## config.mk

```make
export PLATFORM = sky130hd
export DESIGN_NAME = vec_irq_ctrl
export DESIGN_NICKNAME = d
export VERILOG_FILES = /design/src/rtl/vec_irq_ctrl.sv
export SDC_FILE = /design/constraint.sdc
export NUM_CORES = 1
export LEC_CHECK = 0
export ABC_AREA = 0
export BUFFER_PORTS_ARGS = -buffer_cell sky130_fd_sc_hd__buf_2
export CAP_MARGIN = 30
export CORE_MARGIN = 3
export CORE_UTILIZATION = 36
export CTS_CLUSTER_SIZE = 20
export DETAILED_ROUTE_END_ITERATION = 6
export PLACE_DENSITY = 0.74
export SLEW_MARGIN = 40
export SYNTH_ARGS = -nofsm -noshare
export SYNTH_HDL_FRONTEND = slang
export SYNTH_SLANG_ARGS = --single-unit
```

## constraint.sdc

```tcl
create_clock -name clk -period 1 [get_ports clk]
set_input_delay 0.1 -clock clk [delete_from_list [all_inputs] [get_ports clk]]
set_output_delay 0.1 -clock clk [all_outputs]
set_load 0.01 [all_outputs]
```

## src/rtl/vec_irq_ctrl.sv

```systemverilog
module vec_irq_ctrl #(
  parameter int VEC_W    = 10,
  parameter int VEC_STEP = 1
) (
  input  logic             clk,
  input  logic             rst_n,
  input  logic             ext_pin,
  input  logic             tmr_ovf,
  input  logic             reg_we,
  input  logic [2:0]       reg_addr,
  input  logic [7:0]       reg_wdata,
  output logic [7:0]       reg_rdata,
  input  logic             ie_we,
  input  logic             ie_d,
  input  logic             irq_ack,
  input  logic             irq_reti,
  output logic             gie,
  output logic             irq_req,
  output logic [VEC_W-1:0] irq_vec
);

  localparam logic [2:0] A_PIN_EN  = 3'd0;
  localparam logic [2:0] A_PIN_FLG = 3'd1;
  localparam logic [2:0] A_TMR_EN  = 3'd2;
  localparam logic [2:0] A_TMR_FLG = 3'd3;
  localparam logic [2:0] A_SENSE   = 3'd4;
  localparam int PIN_BIT = 6;
  localparam int TMR_BIT = 1;
  localparam logic [VEC_W-1:0] VEC_PIN = VEC_W'(1 * VEC_STEP);
  localparam logic [VEC_W-1:0] VEC_TMR = VEC_W'(2 * VEC_STEP);

  logic       pin_en, pin_flg, tmr_en, tmr_flg, pin_q;
  logic [1:0] sense;

  wire lvl_mode  = (sense == 2'b00);
  wire edge_mode = sense[1];
  wire pin_hit   = (sense == 2'b10 &&  pin_q && !ext_pin) ||
                   (sense == 2'b11 && !pin_q &&  ext_pin);

  wire pin_pend = lvl_mode ? !ext_pin : (edge_mode & pin_flg);
  wire pin_act  = pin_en & pin_pend;
  wire tmr_act  = tmr_en & tmr_flg;

  assign irq_req = gie & (pin_act | tmr_act);
  assign irq_vec = pin_act ? VEC_PIN : (tmr_act ? VEC_TMR : '0);

  wire take     = irq_ack & irq_req;
  wire take_pin = take & pin_act;
  wire take_tmr = take & !pin_act & tmr_act;

  wire wr_pin_clr = reg_we && reg_addr == A_PIN_FLG && reg_wdata[PIN_BIT];
  wire wr_tmr_clr = reg_we && reg_addr == A_TMR_FLG && reg_wdata[TMR_BIT];

  always_ff @(posedge clk) begin
    if (!rst_n) begin
      pin_en <= 1'b0;
      tmr_en <= 1'b0;
      sense  <= 2'b00;
    end else if (reg_we) begin
      if (reg_addr == A_PIN_EN) pin_en <= reg_wdata[PIN_BIT];
      if (reg_addr == A_TMR_EN) tmr_en <= reg_wdata[TMR_BIT];
      if (reg_addr == A_SENSE)  sense  <= reg_wdata[1:0];
    end
  end

  always_ff @(posedge clk) begin
    if (!rst_n) pin_q <= 1'b1;
    else        pin_q <= ext_pin;
  end

  always_ff @(posedge clk) begin
    if (!rst_n) begin
      pin_flg <= 1'b0;
      tmr_flg <= 1'b0;
    end else begin
      if (pin_hit)                                 pin_flg <= 1'b1;
      else if (wr_pin_clr || (take_pin && edge_mode)) pin_flg <= 1'b0;
      if (tmr_ovf)                                 tmr_flg <= 1'b1;
      else if (wr_tmr_clr || take_tmr)             tmr_flg <= 1'b0;
    end
  end

  always_ff @(posedge clk) begin
    if (!rst_n)        gie <= 1'b0;
    else if (take)     gie <= 1'b0;
    else if (irq_reti) gie <= 1'b1;
    else if (ie_we)    gie <= ie_d;
  end

  always_comb begin
    reg_rdata = 8'h00;
    case (reg_addr)
      A_PIN_EN:  reg_rdata[PIN_BIT] = pin_en;
      A_PIN_FLG: reg_rdata[PIN_BIT] = pin_flg;
      A_TMR_EN:  reg_rdata[TMR_BIT] = tmr_en;
      A_TMR_FLG: reg_rdata[TMR_BIT] = tmr_flg;
      A_SENSE:   reg_rdata[1:0]     = sense;
      default:   reg_rdata          = 8'h00;
    endcase
  end

  p_ack_drops_gie_r12: assert property (@(posedge clk) disable iff (!rst_n)
    irq_ack && irq_req |=> !gie);
  p_other_flag_kept_r12: assert property (@(posedge clk) disable iff (!rst_n)
    irq_ack && irq_req && irq_vec == VEC_PIN && tmr_flg && !wr_tmr_clr |=> tmr_flg);
  p_reti_sets_r13: assert property (@(posedge clk) disable iff (!rst_n)
    irq_reti && !(irq_ack && irq_req) |=> gie);
  p_w1c_r8: assert property (@(posedge clk) disable iff (!rst_n)
    wr_tmr_clr && !tmr_ovf |=> !tmr_flg);
  p_w0_keeps_r8: assert property (@(posedge clk) disable iff (!rst_n)
    reg_we && reg_addr == A_PIN_FLG && !reg_wdata[PIN_BIT] && pin_flg
    && !(irq_ack && irq_req) |=> pin_flg);
  p_reserved_quiet_r6: assert property (@(posedge clk) disable iff (!rst_n)
    sense == 2'b01 && !pin_flg |=> !pin_flg);
  p_level_no_latch_r5: assert property (@(posedge clk) disable iff (!rst_n)
    sense == 2'b00 && !pin_flg |=> !pin_flg);
  p_ovf_sets_r7: assert property (@(posedge clk) disable iff (!rst_n)
    tmr_ovf |=> tmr_flg);

endmodule

```

* Word-level counts from Yosys, hierarchy flattened
Index checks and enable logic that the tools add are counted.
Storage, ports and cells: register bits 8, input port bits 20, output and inout port bits 20, logic and storage cells 59
Operators by class: eq/ne operators 6, mux-type cells 12, bitwise gates (word level) 10, reduce and logical (&&, ||, !) cells 24
Operators with widths (number):
- $logic_and 1x1->1 | 9
- $and 1x1->1 | 8
- $mux 1 | 8
- $eq 3x2->1 const B | 2
- $reduce_and 2->1 | 3
- $reduce_bool 2->1 | 3
- $eq 2x2->1 const B | 2
- $mux 2 | 2
- $eq 3x1->1 const B | 1
- $eq 3x3->1 const B | 1
- $logic_not 1->1 | 3
- $logic_not 3->1 | 1
- $logic_or 1x1->1 | 3
- $pmux 1 s3 | 1
- $logic_not 2->1 | 1
- $pmux 1 s2 | 1
- $reduce_or 2->1 | 1
- $not 1->1 | 1
- $or 1x1->1 | 1

* Depth between registers and ports, before layout
Gate-level depths: netlist of the first run.
depth after elaboration 11, gate-level depth with buffers 4

* Least setup slack after synthesis of the first run
OpenSTA, ideal clock, no wires.
path kind register -> output, start point reg sense[1], end point out irq_req, data arrival time 0.970 ns, data required time 0.900 ns, path slack -0.070 ns, stages on the path, launching flop included 4, path buffers 0, cell sequence dfxtp_1 -> and2_1 -> a221o_1 -> and2_1
On the way: word-level cells in the longest chain between the ends 5, elaborated cells between the ends (all ways) 6, classes of those cells mux: 1; bitwise: 4; reduce/logical: 1
Ends and longest elaborated chain:
- start: declaration | line 33 | logic [1:0] sense;
- start signal: assignment | line 62 | if (reg_addr == A_SENSE) sense <= reg_wdata[1:0];
- $and 1x1->1 or $logic_not 2->1 (tied branches) | line 40, 35
- $mux 1 (*) | line 40 | wire pin_pend = lvl_mode ? !ext_pin : (edge_mode & pin_flg);
- $and 1x1->1 (*) | line 41 | wire pin_act = pin_en & pin_pend;
- $or 1x1->1 (*) | line 44 | assign irq_req = gie & (pin_act | tmr_act);
- $and 1x1->1 (*) | line 44
- end: declaration | line 18 | output logic irq_req,
Every way passes the cells marked *; elsewhere a longest branch is shown, timed or not.

* Worst setup path after layout of the first run
Same ends and word-level chain as after synthesis.

==> results of run 1 <==
## cell usage after synthesis (all sizes together)
cell type	count
nand2b	1
conb	1
a21oi	1
and2	2
a221oi	1
and3b	2
nand2	2
nor2	2
nor4b	2
a41oi	1
nand4	1
and4bb	2
o21ai	2
or2	1
nand4b	1
o221a	1
inv	1
nand3	1
dfxtp	8
a21o	1
mux2	1
o211ai	1
mux2i	5
nor3b	1
a31oi	1
a21boi	1
a221o	1
buf	15
nor2b	6
## state kept, by name, summed over array words and instances, names as in the netlist
| register | count |
|---|---|
| sense | 2 |
| tmr_en | 1 |
| gie | 1 |
| pin_q | 1 |
| pin_flg | 1 |
| tmr_flg | 1 |
| pin_en | 1 |
## through the flow
step,setup slack [ps],TNS (ps),hold WS (ps),cell area (um^2),instances
detailed placement,-175,-365,349,749,110
global route,-459,-2150,90.2,836,115
CTS,-415,-1720,84.0,825,115
finish,-419,-1720,90.6,836,115
global placement,-162,-221,339,749,110
floorplan,-39.3,-39.3,173,666,78
## critical path, cell delays in order (launching register included)
cell	delay, ps
dfxtp_2	340
and2_4	140
a221o_1	310
and2_4	170
buf_6	110
## metal layers
metal | global-route usage | vias up | part of all wire
met4 | 0.0773 | 0 | 0.0099
li1 | - | 280 | -
met3 | 0.0230 | 2 | 0.066
met5 | 0 | - | 0
met1 | 0.151 | 249 | 0.43
met2 | 0.219 | 29 | 0.49
## repair_timing
item	4_1_cts	5_1_grt
endpoints found under the setup margin	8	9
resized for setup	8	3
setup buffers	2	1
pin swaps	3	2
## placed cells by master, fill, tap and decap left out, types with 3 or more instances in the layout
master,Yosys,routed
buf_2,0,18
conb_1,1,13
dfxtp_1,8,5
mux2i_1,5,5
nor2b_1,5,5
buf_6,1,5
clkbuf_4,0,3
buf_4,14,10
dfxtp_2,0,3
## area by class of cell
cell class | count | area, um^2 | area share
Clock buffer | 3 | 22.5 | 0.0269
Multi-Input combinational cell | 54 | 404 | 0.484
Inverter | 1 | 3.75 | 0.00449
Tap cell | 16 | 20.0 | 0.0240
Sequential cell | 8 | 164 | 0.196
Timing Repair Buffer | 33 | 221 | 0.265
## cell families (layout without fill, tap and decap cells)
group           count (synthesis)  count (layout)  share of synthesized area
compound gates                 11              11                      0.136
buf+inv                        16              37                      0.196
flops                           8               8                      0.261
mux                             6               6                     0.0998
other cells                     1              13                    0.00610
simple gates                   24              24                      0.301
## power by group through the flow
stage | sequential (mW) | combinational, mW | clock (mW)
6_report | 0.344 | 0.166 | 0.243
5_1_grt | 0.345 | 0.184 | 0.262
4_1_cts | 0.343 | 0.165 | 0.250
3_5_place_dp | 0.349 | 0.155 | 0
3_3_place_gp | 0.348 | 0.152 | 0
2_1_floorplan | 0.350 | 0.119 | 0
## final timing paths
kind / start / endpoint / slack, ps / cells after the start
worst max-delay path: sense[1] / irq_req / -420 / 4
worst min-delay path: irq_ack / gie / 90 / 2
worst max register to register: sense[1] / gie / -140 / 4
worst min register to register: gie / gie / 530 / 1
==> flow_metrics.env, run 1 <==
export IMPL_groute_usage_overall=0.130
export IMPL_drive_gt1_frac=0.505
export IMPL_gp_congestion=0.759
export IMPL_power_per_cell_area_mw_per_mm2=901
export IMPL_syn_instance_count=66
export IMPL_grt_remaining_overflow=0
export IMPL_synth_area_leaders="dfxtp_1 (26%), buf_4 (17%), mux2i_1 (8.1%), nor2b_1 (5.1%), nor4b_2 (4.9%)"
export IMPL_start_util=0.394
export IMPL_detail_route_wl_per_cell_um=12.3
export IMPL_rsz0062_at_grt="yes"
export IMPL_rows=14
export IMPL_peakVddDrop_mv=0.802
export IMPL_port_buffers=21
export IMPL_skew_ps=0.569
export IMPL_drt_wl_total_mm=1.42
export IMPL_finalHoldViolCount=0
export IMPL_seq_power_share=0.457
export IMPL_cts_htree_levels=1
export IMPL_holdBufCountCts=0
export IMPL_arrival_ps=1320
export IMPL_failed_checks="negative setup slack"
export IMPL_fin_crit_ps=1420
export IMPL_p_sw_uw=203
export IMPL_drv_cap=0
export IMPL_io_pins=40
export IMPL_synth_warnings=0
export IMPL_dpl_hpwl_mm=1.16
export IMPL_yosysSeqAreaShare=0.261
export IMPL_syn2layout_area_growth_pct=36.0
export IMPL_finalPower_uw=753
export IMPL_pwr_share_clk=0.322
export IMPL_status="complete, but fails checks"
export IMPL_antenna_found_initial=0
export IMPL_hold_path_class="in -> reg"
export IMPL_setup_ws_ps=-419
export IMPL_die_w_um=47.3
export IMPL_nNetsFinal=121
export IMPL_critPathLaunchType="flip-flop"
export IMPL_cp_data_required_time_ps=900
export IMPL_drtPass1Iterations=4
export IMPL_vias=560
export IMPL_criticalPathCategory="reg -> out"
export IMPL_p_leak_nw=0.396
export IMPL_nFillCells=143
export IMPL_period_share=1.42
export IMPL_syn_area_per_cell_um2=9.31
export IMPL_utilization=0.536
export IMPL_fmax_ghz=0.705
export IMPL_first_iter_violations=6
export IMPL_synthesis_area_um2=614
export IMPL_clk_latency_ps=250
export IMPL_cts_tree="built"
export IMPL_synth_cell_types=33
export IMPL_setup_viol=9
export IMPL_routed_via_density=4.87
export IMPL_antenna_cells=0
export IMPL_die_y_um=47.3
export IMPL_synth_top_area_cell="dfxtp_1"
export IMPL_core_area_mm2=0.00156
export IMPL_grt_pass1_vias=559
export IMPL_grt_max_degree=9
export IMPL_end_kind="output pin"
export IMPL_die_area_mm2=0.00224
export IMPL_path_max_fanout=3
export IMPL_cts_buffers=3
export IMPL_clk_root_buffer_cell="clkbuf_4"
export IMPL_swShare=0.270
export IMPL_ant_nets=0
export IMPL_final_max_slew_viol_count=0
export IMPL_p_int_uw=550
export IMPL_synth_top_cell_area_share=0.261
export IMPL_ys_ff_latch=8
export IMPL_grt_pass1_wl_mm=2.08
export IMPL_drc=0
export IMPL_power_share_combinational=0.221
export IMPL_cts_clk_slew_worst_paths_ps=50
export IMPL_cts_max_path_buffers=2
export IMPL_clock_sinks=8
Power figures use the tool's default switching activity.
==> run 2: changes to the inputs <==
--- a/config.mk
+++ b/config.mk
@@ -9,10 +9,11 @@
 export BUFFER_PORTS_ARGS = -buffer_cell sky130_fd_sc_hd__buf_2
 export CAP_MARGIN = 30
 export CORE_MARGIN = 3
-export CORE_UTILIZATION = 36
+export CORE_UTILIZATION = 40
 export CTS_CLUSTER_SIZE = 20
 export DETAILED_ROUTE_END_ITERATION = 6
-export PLACE_DENSITY = 0.74
+export PLACE_DENSITY = 0.78
+export SETUP_SLACK_MARGIN = 0.1
 export SLEW_MARGIN = 40
 export SYNTH_ARGS = -nofsm -noshare
 export SYNTH_HDL_FRONTEND = slang
==> constraint.sdc (replaced) <==
create_clock -name clk -period 1.4 [get_ports clk]
set_input_delay 0.14 -clock clk [delete_from_list [all_inputs] [get_ports clk]]
set_output_delay 0.14 -clock clk [all_outputs]
set_load 0.01 [all_outputs]
==> flow_metrics.env, run 2 (synthesis gave the netlist of run 1 again) <==
export IMPL_drc=0
export IMPL_critPathBufInv=1
export IMPL_period_share=1.06
export IMPL_clk_latency_ps=260
export IMPL_worst_r2r_endpoint="tmr_flg"
export IMPL_drt_wl_total_mm=1.36
export IMPL_skew_ps=3.46
export IMPL_clock_sinks=8
export IMPL_criticalPathCategory="reg -> out"
export IMPL_cp_data_required_time_ps=1260
export IMPL_antenna_found_initial=0
export IMPL_cts_tree="built"
export IMPL_clk_root_buffer_cell="clkbuf_4"
export IMPL_rows=13
export IMPL_dp_slack_ps=138
export IMPL_cts_htree_levels=1
export IMPL_p_leak_nw=0.335
export IMPL_grt_pass1_wl_mm=2.02
export IMPL_critPathLaunchType="flip-flop"
export IMPL_fmax_ghz=0.674
export IMPL_path_cells="and2_4 > a221o_1 > and2_1 > buf_2"
export IMPL_critPathSlowestCell="dfxtp_4"
export IMPL_antenna_cells=0
export IMPL_routed_via_density=5.24
export IMPL_largest_reg_flops=2
export IMPL_fin_crit_ps=1480
export IMPL_grt_remaining_overflow=0
export IMPL_start_util=0.450
export IMPL_hold_slack_ps=103
export IMPL_die_y_um=45.2
export IMPL_setup_ws_ps=-83.6
export IMPL_top_register="sense"
export IMPL_io_pins=40
export IMPL_critPathMaxStageDelay_ps=370
export IMPL_reg2reg_depth=3
export IMPL_final_cell_mix="buf_2 (21), conb_1 (13), nor2b_1 (5), mux2i_1 (5), dfxtp_1 (5)"
export IMPL_ant_nets=0
export IMPL_r2r_slack_ps=360
export IMPL_cp_top_family="flip-flops"
export IMPL_syn2layout_area_growth_pct=18.5
export IMPL_path_max_fanout=5
export IMPL_grt_max_degree=10
export IMPL_gp_congestion=0.784
export IMPL_die_area_mm2=0.00204
export IMPL_rsz0062_at_grt="yes"
export IMPL_hp_start="irq_ack"
export IMPL_reg2reg_from="sense[1]"
export IMPL_final_common_cell="buf_2"
export IMPL_drtPass1Iterations=4
export IMPL_first_iter_violations=29
export IMPL_peakVddDrop_mv=0.332
export IMPL_vias=545
export IMPL_drv_cap=0
export IMPL_end_kind="output pin"
export IMPL_setup_viol=1
export IMPL_cts_clk_slew_worst_paths_ps=60
export IMPL_nNetsFinal=111
export IMPL_die_w_um=45.2
export IMPL_grt_pass1_vias=462
export IMPL_detail_route_wl_per_cell_um=13.0
export IMPL_core_area_mm2=0.00137
export IMPL_dpl_hpwl_mm=1.03
export IMPL_cts_buffers=3
export IMPL_failed_checks="negative setup slack"
export IMPL_final_max_slew_viol_count=0
export IMPL_arrival_ps=1340
export IMPL_groute_usage_overall=0.140
export IMPL_cts_max_path_buffers=2
export IMPL_hold_end="gie"
export IMPL_port_buffers=21
export IMPL_finalHoldViolCount=0
export IMPL_drive_gt1_frac=0.427
export IMPL_status="complete, but fails checks"
export IMPL_hold_depth=2
export IMPL_hold_path_class="in -> reg"
export IMPL_power_per_cell_area_mw_per_mm2=727
run 2: metrics by stage:
stage / utilization / instance area [um^2] / power (mW) / TNS, ps / cells
5_1_grt: 0.533 / 728 / 0.558 / -147 / 104
6_report: 0.533 / 728 / 0.529 / -83.6 / 104
3_5_place_dp: 0.494 / 674 / 0.347 / 0 / 100
2_1_floorplan: - / 659 / 0.334 / 0 / 78
4_1_cts: 0.533 / 728 / 0.534 / -106 / 104
3_3_place_gp: 0.494 / 674 / 0.344 / 0 / 100
run 2: final cells by class:
class | count | area, um^2
Sequential cell | 8 | 166
Inverter | 1 | 3.75
Timing Repair Buffer | 23 | 120
Tap cell | 15 | 18.8
Clock buffer | 3 | 22.5
Fill cell | 132 | 638
Multi-Input combinational cell | 54 | 397
run 2: per-layer routing:
| metal | GRT usage | wire length [um] | up-vias |
|---|---|---|---|
| li1 | - | - | 261 |
| met1 | 0.191 | 596 | 245 |
| met2 | 0.189 | 610 | 37 |
| met3 | 0.0438 | 144 | 2 |
| met4 | 0.0819 | 6 | 0 |
| met5 | 0 | 0 | - |
run 2: how the worst max path moves through the flow:
stage	cells past startpoint	endpoint	start	slack [ps]
2_1_floorplan	3	irq_req	sense[1]	290
3_3_place_gp	4	irq_req	sense[1]	140
3_5_place_dp	4	irq_req	sense[1]	140
4_1_cts	4	irq_req	sense[1]	-110
5_1_grt	4	irq_req	sense[1]	-130
6_report	4	irq_req	sense[1]	-80
run 2: repair_timing:
item,4_1_cts,5_1_grt
pin swaps,6,2
gates resized for setup,7,0
endpoints found under the hold margin,0,0
setup buffers,1,0
hold buffers,0,0
setup endpoints to repair,3,4
run 2: where the power goes:
| group | internal [mW] | switching (mW) |
|---|---|---|
| Clock | 0.0985 | 0.0847 |
| Sequential | 0.235 | 0.00977 |
| Combinational | 0.0449 | 0.0560 |
